<file path="src/rtl/dwrom_pkg.sv">
// Package: shared constants, mode encoding, output bundle and the computed
// array contents for the dual-width ROM read port.
// Assumes a 16-bit word split into an 8-bit low lane, a 7-bit middle lane
// and a single top bit.
package dwrom_pkg;

    localparam int BYTE_W = 8;
    localparam int WORD_W = 2 * BYTE_W;
    localparam int MID_W  = WORD_W - BYTE_W - 1;

    localparam logic [BYTE_W-1:0] ID_CODE_0 = 8'h20;
    localparam logic [BYTE_W-1:0] ID_CODE_1 = 8'hB1;

    typedef enum logic [2:0] {
        PM_STANDBY  = 3'd0,
        PM_OUT_OFF  = 3'd1,
        PM_WORD     = 3'd2,
        PM_BYTE     = 3'd3,
        PM_ID_WORD  = 3'd4,
        PM_ID_BYTE  = 3'd5
    } port_mode_e;

    typedef struct packed {
        logic              standby;
        logic              oe_top;
        logic              oe_mid;
        logic              oe_lo;
        logic [WORD_W-1:0] data;
    } out_bundle_t;

    // Content of array entry idx: low byte idx^0xC3, high byte 3*idx+0x5A.
    function automatic logic [WORD_W-1:0] rom_word(input int unsigned idx);
        int unsigned hi_full;
        int unsigned lo_full;
        hi_full = (idx * 3 + 32'h5A) & 32'hFF;
        lo_full = (idx ^ 32'hC3) & 32'hFF;
        return {hi_full[BYTE_W-1:0], lo_full[BYTE_W-1:0]};
    endfunction

endpackage

</file>
<file path="src/rtl/dwrom_mode_dec.sv">
// Mode decoder: turns the two active-low controls, the width select and the
// identification strobe into one port mode.
// Assumes chip enable dominates output enable, which dominates the rest.
module dwrom_mode_dec
    import dwrom_pkg::*;
(
    input  logic       chip_en_n,
    input  logic       out_en_n,
    input  logic       wide_sel,
    input  logic       sig_mode,
    output port_mode_e mode
);

    // Priority decode of the control pins.
    always_comb begin
        if (chip_en_n) begin
            mode = PM_STANDBY;
        end else if (out_en_n) begin
            mode = PM_OUT_OFF;
        end else if (sig_mode) begin
            mode = wide_sel ? PM_ID_WORD : PM_ID_BYTE;
        end else begin
            mode = wide_sel ? PM_WORD : PM_BYTE;
        end
    end

endmodule

</file>
<file path="src/rtl/dwrom_array.sv">
// Read-only word array: 2**DEPTH_LOG2 entries whose contents come from the
// package function, with a combinational read by index.
// Assumes the index is already cut down to DEPTH_LOG2 bits.
module dwrom_array
    import dwrom_pkg::*;
#(
    parameter int DEPTH_LOG2 = 6
) (
    input  logic [DEPTH_LOG2-1:0] idx,
    output logic [WORD_W-1:0]     word
);

    localparam int DEPTH = 1 << DEPTH_LOG2;

    logic [WORD_W-1:0] rom_mem [DEPTH];

    // One constant entry per location, generated from the content function.
    for (genvar g = 0; g < DEPTH; g++) begin : g_entry
        assign rom_mem[g] = rom_word(g);
    end

    // Combinational read of the selected entry.
    always_comb begin
        word = rom_mem[idx];
    end

endmodule

</file>
<file path="src/rtl/dwrom_lane_mux.sv">
// Lane mux: from the mode, the addressed word, the byte-half select and the
// identification address bit, builds the next output bundle.
// Assumes lanes that are not enabled must carry zero.
module dwrom_lane_mux
    import dwrom_pkg::*;
(
    input  port_mode_e        mode,
    input  logic [WORD_W-1:0] word,
    input  logic              byte_half,
    input  logic              id_sel,
    output out_bundle_t       nxt
);

    logic [BYTE_W-1:0] id_byte;
    logic [BYTE_W-1:0] half_byte;

    // Pick the identification byte and the addressed half of the word.
    always_comb begin
        id_byte   = id_sel ? ID_CODE_1 : ID_CODE_0;
        half_byte = byte_half ? word[WORD_W-1:BYTE_W] : word[BYTE_W-1:0];
    end

    // Lane enables and data layout for each mode; idle lanes are zeroed.
    always_comb begin
        nxt = '0;
        unique case (mode)
            PM_STANDBY: begin
                nxt.standby = 1'b1;
            end
            PM_OUT_OFF: begin
                nxt.standby = 1'b0;
            end
            PM_WORD: begin
                nxt.oe_lo  = 1'b1;
                nxt.oe_mid = 1'b1;
                nxt.oe_top = 1'b1;
                nxt.data   = word;
            end
            PM_BYTE: begin
                nxt.oe_lo  = 1'b1;
                nxt.data   = {{BYTE_W{1'b0}}, half_byte};
            end
            PM_ID_WORD: begin
                nxt.oe_lo  = 1'b1;
                nxt.oe_mid = 1'b1;
                nxt.oe_top = 1'b1;
                nxt.data   = {{BYTE_W{1'b0}}, id_byte};
            end
            PM_ID_BYTE: begin
                nxt.oe_lo  = 1'b1;
                nxt.data   = {{BYTE_W{1'b0}}, id_byte};
            end
            default: begin
                nxt.standby = 1'b1;
            end
        endcase
    end

endmodule

</file>
<file path="src/rtl/dwrom_port.sv">
// Dual-width ROM read port top: decodes the mode, reads the array, builds
// the lane bundle and registers it, so outputs follow the sampled inputs
// by one clock. Assumes ADDR_W > DEPTH_LOG2 and that higher address bits
// alias onto the array.
module dwrom_port
    import dwrom_pkg::*;
#(
    parameter int ADDR_W     = 20,
    parameter int DEPTH_LOG2 = 6
) (
    input  logic              clk,
    input  logic              rst_n,
    input  logic              chip_en_n,
    input  logic              out_en_n,
    input  logic              wide_sel,
    input  logic              sig_mode,
    input  logic [ADDR_W-1:0] addr,
    input  logic              byte_sel_in,
    output logic [BYTE_W-1:0] data_lo,
    output logic              lo_oe,
    output logic [MID_W-1:0]  data_mid,
    output logic              mid_oe,
    output logic              d15_out,
    output logic              d15_oe,
    output logic              standby
);

    port_mode_e        mode;
    logic [WORD_W-1:0] word;
    out_bundle_t       nxt;
    out_bundle_t       out_q;
    logic              unused_addr_hi;

    assign unused_addr_hi = ^addr[ADDR_W-1:DEPTH_LOG2];

    dwrom_mode_dec u_dec (
        .chip_en_n (chip_en_n),
        .out_en_n  (out_en_n),
        .wide_sel  (wide_sel),
        .sig_mode  (sig_mode),
        .mode      (mode)
    );

    dwrom_array #(.DEPTH_LOG2(DEPTH_LOG2)) u_array (
        .idx  (addr[DEPTH_LOG2-1:0]),
        .word (word)
    );

    dwrom_lane_mux u_mux (
        .mode      (mode),
        .word      (word),
        .byte_half (byte_sel_in),
        .id_sel    (addr[0]),
        .nxt       (nxt)
    );

    // Output register: reset to standby with all lanes off and zero.
    always_ff @(posedge clk) begin
        if (!rst_n) begin
            out_q         <= '0;
            out_q.standby <= 1'b1;
        end else begin
            out_q <= nxt;
        end
    end

    // Split the registered bundle onto the lane ports.
    always_comb begin
        data_lo  = out_q.data[BYTE_W-1:0];
        data_mid = out_q.data[WORD_W-2:BYTE_W];
        d15_out  = out_q.data[WORD_W-1];
        lo_oe    = out_q.oe_lo;
        mid_oe   = out_q.oe_mid;
        d15_oe   = out_q.oe_top;
        standby  = out_q.standby;
    end

endmodule

</file>
<file path="config.mk">
export PLATFORM = sky130hd
export DESIGN_NAME = dwrom_port
export DESIGN_NICKNAME = d
export VERILOG_FILES = /design/src/rtl/dwrom_pkg.sv /design/src/rtl/dwrom_mode_dec.sv /design/src/rtl/dwrom_array.sv /design/src/rtl/dwrom_lane_mux.sv /design/src/rtl/dwrom_port.sv
export SDC_FILE = /design/constraint.sdc
export NUM_CORES = 1
export LEC_CHECK = 0
export ABC_AREA = 1
export ABC_CLOCK_PERIOD_IN_PS = 1150
export BUFFER_PORTS_ARGS = -buffer_cell sky130_fd_sc_hd__buf_2
export CAP_MARGIN = 10
export CORE_AREA = 2 2 55 57
export CTS_BUF_LIST = sky130_fd_sc_hd__clkbuf_2
export CTS_CLUSTER_SIZE = 8
export DETAILED_ROUTE_END_ITERATION = 16
export DIE_AREA = 0 0 57 59
export GPL_TIMING_DRIVEN = 0
export PLACE_DENSITY = 0.75
export SYNTH_ARGS = -nofsm -noshare
export SYNTH_HDL_FRONTEND = slang
export SYNTH_HIERARCHICAL = 1
export SYNTH_SLANG_ARGS = --single-unit
</file>
<file path="constraint.sdc">
create_clock -name clk -period 1.15 [get_ports clk]
set_input_delay 0.115 -clock clk [delete_from_list [all_inputs] [get_ports clk]]
set_output_delay 0.115 -clock clk [all_outputs]
set_load 0.02 [all_outputs]
</file>
# Word level (Yosys, flattened, before mapping)
# Memories as Yosys holds them, arrays and structs flattened.
# Cells that the tools add are included.
totals:
  reg_bits: 20
  romBits: 1024
  output_inout_bits: 20
  elab_cells: 28
  memories: 1
mem_list:
  columns: ["memory", "depth", "width", "rd", "rd_ports_with_merged_regs", "wr", "line", "rtl"]
  rows:
  - ["(no name shown)", 64, 16, 1, 0, 0, "dwrom_array.sv:24", "word = rom_mem[idx];"]
classes:
  magnitude_cmp: 1
  eq_ne: 5
  n_mux: 12
  bitwise_logic: 1
  n_reduce_logical: 3
op_table:
  columns: ["operator", "count"]
  rows:
  - ["case mux 17 bit (3 select lines)", 1]
  - ["two-way mux 16 bit", 2]
  - ["two-way mux 8 bit", 2]
  - ["two-way mux 3 bit", 3]
  - ["greater-or-equal comparator 7 bit, second input constant", 1]
  - ["NOT 6 -> 7 bit", 1]
  - ["== test 3 x 2 -> 1 bit, second input constant", 2]
  - ["== test 3 bit, second input constant", 2]
  - ["OR reduction 5 bit", 1]
  - ["OR reduction 2 bit", 2]
  - ["== test 3 x 1 -> 1 bit, second input constant", 1]
  - ["two-way mux 1 bit", 3]
  - ["two-way mux 2 bit", 1]

# Logic depth before layout (Yosys ltp)
depth:
  depth_word: 7
  mapped_depth: 14

# Cells and area by module
# The synthesis kept the hierarchy.
by_module_without_submodules:
  columns: ["module", "instances", "cells_per_inst", "area_each_um2", "seq_area_each_um2"]
  rows:
  - ["dwrom_port", 1, 62, 573.0, 400.4]
  - ["dwrom_lane_mux", 1, 76, 347.8, 0.0]
  - ["dwrom_array", 1, 42, 229.0, 0.0]
  - ["dwrom_mode_dec", 1, 7, 30.0, 0.0]

# Worst setup path before layout
# OpenSTA, ideal clock, no wires.
synth_path:
  kind: "input to register"
  start: "input addr[0]"
  end: "register out_q (netlist bit data_lo[5])"
  setup_time_ps: 109
  t_arrival_ps: 1003
  required_ps: 1041
  setup_slack_ps: 38
  cell_stages: 14
  path_buffers: 0
  cell_sequence: "inv_1 ha_1 inv_1 nand3_1 nand2_1 nand2_1 nand3_1 nand2_1 nand2_1 inv_1 nand2_1 nand3_1 nand2_1 inv_1"
synth_rtl:
  columns: ["item", "line", "rtl"]
  rows:
  - ["start: declaration", "dwrom_port.sv:17", "input logic [ADDR_W-1:0] addr,"]
  - ["end signal: assignment", "dwrom_port.sv:63", "out_q <= nxt;"]
  - ["end: declaration", "dwrom_port.sv:31", "out_bundle_t out_q;"]

==> impl_metrics.ini <==
[drt]
drc = 0
totalWireLength_um = 2130
vias = 1097
via_per_inst = 4.34
drt_first_pass_iters = 4
antenna_left = 0
post_drt_wl_per_cell_um = 8.40
drt_iter0_drc = 27

[sta]
maxSlewViolCount = 0
setup_viol = 0
rsz0062_at_grt = false
max_slew_margin = 0.588
max_freq_mhz = 939
worst-slew-pin-transition_ns = 0.618
min_period_over_period = 0.926
fin_crit_ns = 1.07
hold_viol = 0

[die]
rows = 19
design.core.area_mm2 = 0.00271
dieArea_mm2 = 0.00336
io_pins = 47
dieHeight_um = 59
die-width_um = 57
start_util = 0.435

[layout]
postLayoutCellArea_mm2 = 0.00141
layout_commonest_cell = nand2_1
layout_common_cells = nand2_1 (64), inv_1 (39), buf_2 (30)
num-nets-final = 254
fin_cells = 253
area_delta_synth_final_pct = 19.3
antenna_cells = 0
drive_above_1_share = 0.270

[grt]
grt_overflow = 0
grt_pass1_vias = 924
grt_use_total = 0.136
grt_pass1_wl_um = 3630
antenna_found_initial = 0
grt_max_degree = 11

[critical_path]
cp.required_ns = 1.40
path_class = input pin to register
cp-start-kind = input pin
path_max_fanout = 5
worstPathArrival_ns = 1.31
setup.worst_path.end_class = register

[logic_synthesis]
synth_area_leader_cell = dfxtp_1
syn_inst = 187
synth_area_leaders = dfxtp_1 (34%), nand2_1 (21%), inv_1 (13%)
ys_warn_count = 6
netlist_area_mm2 = 0.00118
ys_ff_latch = 20
synth.avg_cell_area_um2 = 6.31
netlist.area_leader.share = 0.339
synth_cell_types = 19
yosysSeqAreaShare = 0.339

[power_and_ir_drop]
power_density_mw_per_mm2 = 898
switching_power_uw = 367
vdd_ir_drop_max_uv = 656
p_total_uw = 1260
p_clk_frac = 0.200
sw_frac_of_total = 0.290
pwr-share-seq = 0.566
combPwrFrac = 0.234
p_leak_uw = 0.000945
p_int_uw = 897

[place]
dpl.hpwl_um = 1730
postPlaceCellArea_mm2 = 0.00138
place_inst = 250
gp_routability_congestion = 0.773
io_buffer_count = 31

[clocking]
hold_buffers = 0
post_cts_resized = 0
cts_tree = yes
clkSinkCount = 20
cts_buffer_depth = 2
clk_pin_slew_ns = 0.16
cts_setup_buffers = 0
htree_levels = 1
cts.root.buffer_cell = clkbuf_2
numCtsBuffers = 3

[hold_path]
min_to = standby$_SDFF_PN1_
hold_class = input pin to register
hold_depth = 2
min-delay-start = rst_n

[run_status]
status = completed

[flow_run]
cap_viol_max_count = 0
-- state kept, by name (all words and copies together) (netlist names) --
| signal | count |
|---|---|
| d15_oe | 1 |
| d15_out | 1 |
| data_lo | 8 |
| data_mid | 7 |
| lo_oe | 1 |
| mid_oe | 1 |
| standby | 1 |
-- power by group through the flow --
stage                     Sequential, uW  Combinational (uW)  Clock [uW]
final                                715                 296         253
after global routing                 717                 335         291
after CTS                            715                 287         266
after detailed placement             730                 285           0
after global placement               729                 283           0
after floorplan                      755                 180           0
-- worst max-delay path by stage --
stage                        start               endpoint  cells past startpoint
after global placement     addr[0]  data_lo[5]$_SDFF_PN0_                     15
after global routing      out_en_n  data_lo[0]$_SDFF_PN0_                      9
after floorplan            addr[0]  data_lo[5]$_SDFF_PN0_                     14
after detailed placement   addr[0]  data_lo[5]$_SDFF_PN0_                     15
after CTS                  addr[0]  data_lo[3]$_SDFF_PN0_                     13
final                      addr[0]  data_lo[3]$_SDFF_PN0_                     13
-- Yosys cell counts, drive strengths merged --
master   n
nand2   68
inv     44
dfxtp   20
nor2    15
buf     11
nand3    8
o21ai    7
a21oi    4
nand4    4
ha       3
xor2     2
conb     1
-- layout make-up --
cell class	instances	area, um2
flip-flops and latches	20	400
clock buffers	3	15.0
multi-input cells	113	537
well taps	31	38.8
fillers	296	1300
plain buffers	11	93.8
inverters	44	165
repair buffers	31	158
-- critical path, stage by stage --
cell and delay, ns:
buf_4 0.13, inv_1 0.10, ha_2 0.19, inv_2 0.04
nand2_1 0.06, o21ai_1 0.07, xor2_1 0.16, inv_1 0.09
o21ai_1 0.13, nand2_1 0.06, nand2_1 0.06, nand2_1 0.05
inv_1 0.05
-- layer usage --
metal,vias up,GRT usage,share of wire
li1,608,-,-
met1,455,0.175,0.49
met2,30,0.235,0.44
met3,4,0,0.043
met4,0,0.0797,0.023
met5,-,0,0
-- stage by stage --
| stage | worst slack (ns) | setup TNS [ns] | hold WS [ns] | utilization |
|---|---|---|---|---|
| global route | 0.00588 | 0 | 0.0115 | 0.519 |
| floorplan | 0.0383 | 0 | 0.308 | - |
| detailed placement | -0.273 | -3.43 | 0.336 | 0.508 |
| CTS | 0.0469 | 0 | 0.00749 | 0.514 |
| global placement | -0.272 | -3.11 | 0.324 | 0.508 |
| finish | 0.0845 | 0 | 0.0251 | 0.519 |
-- logic make-up (layout without fill, tap and decap cells) --
group | Yosys count | after routing | share of synthesized area
other | 1 | 2 | 0.00318
adder cells (fa/ha/maj) | 3 | 3 | 0.0318
buffers and inverters | 55 | 89 | 0.220
AND/OR/NAND/NOR | 95 | 95 | 0.345
flip-flops | 20 | 20 | 0.339
AO/OA/AOI/OAI | 11 | 11 | 0.0467
XOR/XNOR | 2 | 2 | 0.0148
No activity file was read; power rests on OpenSTA's default activity.
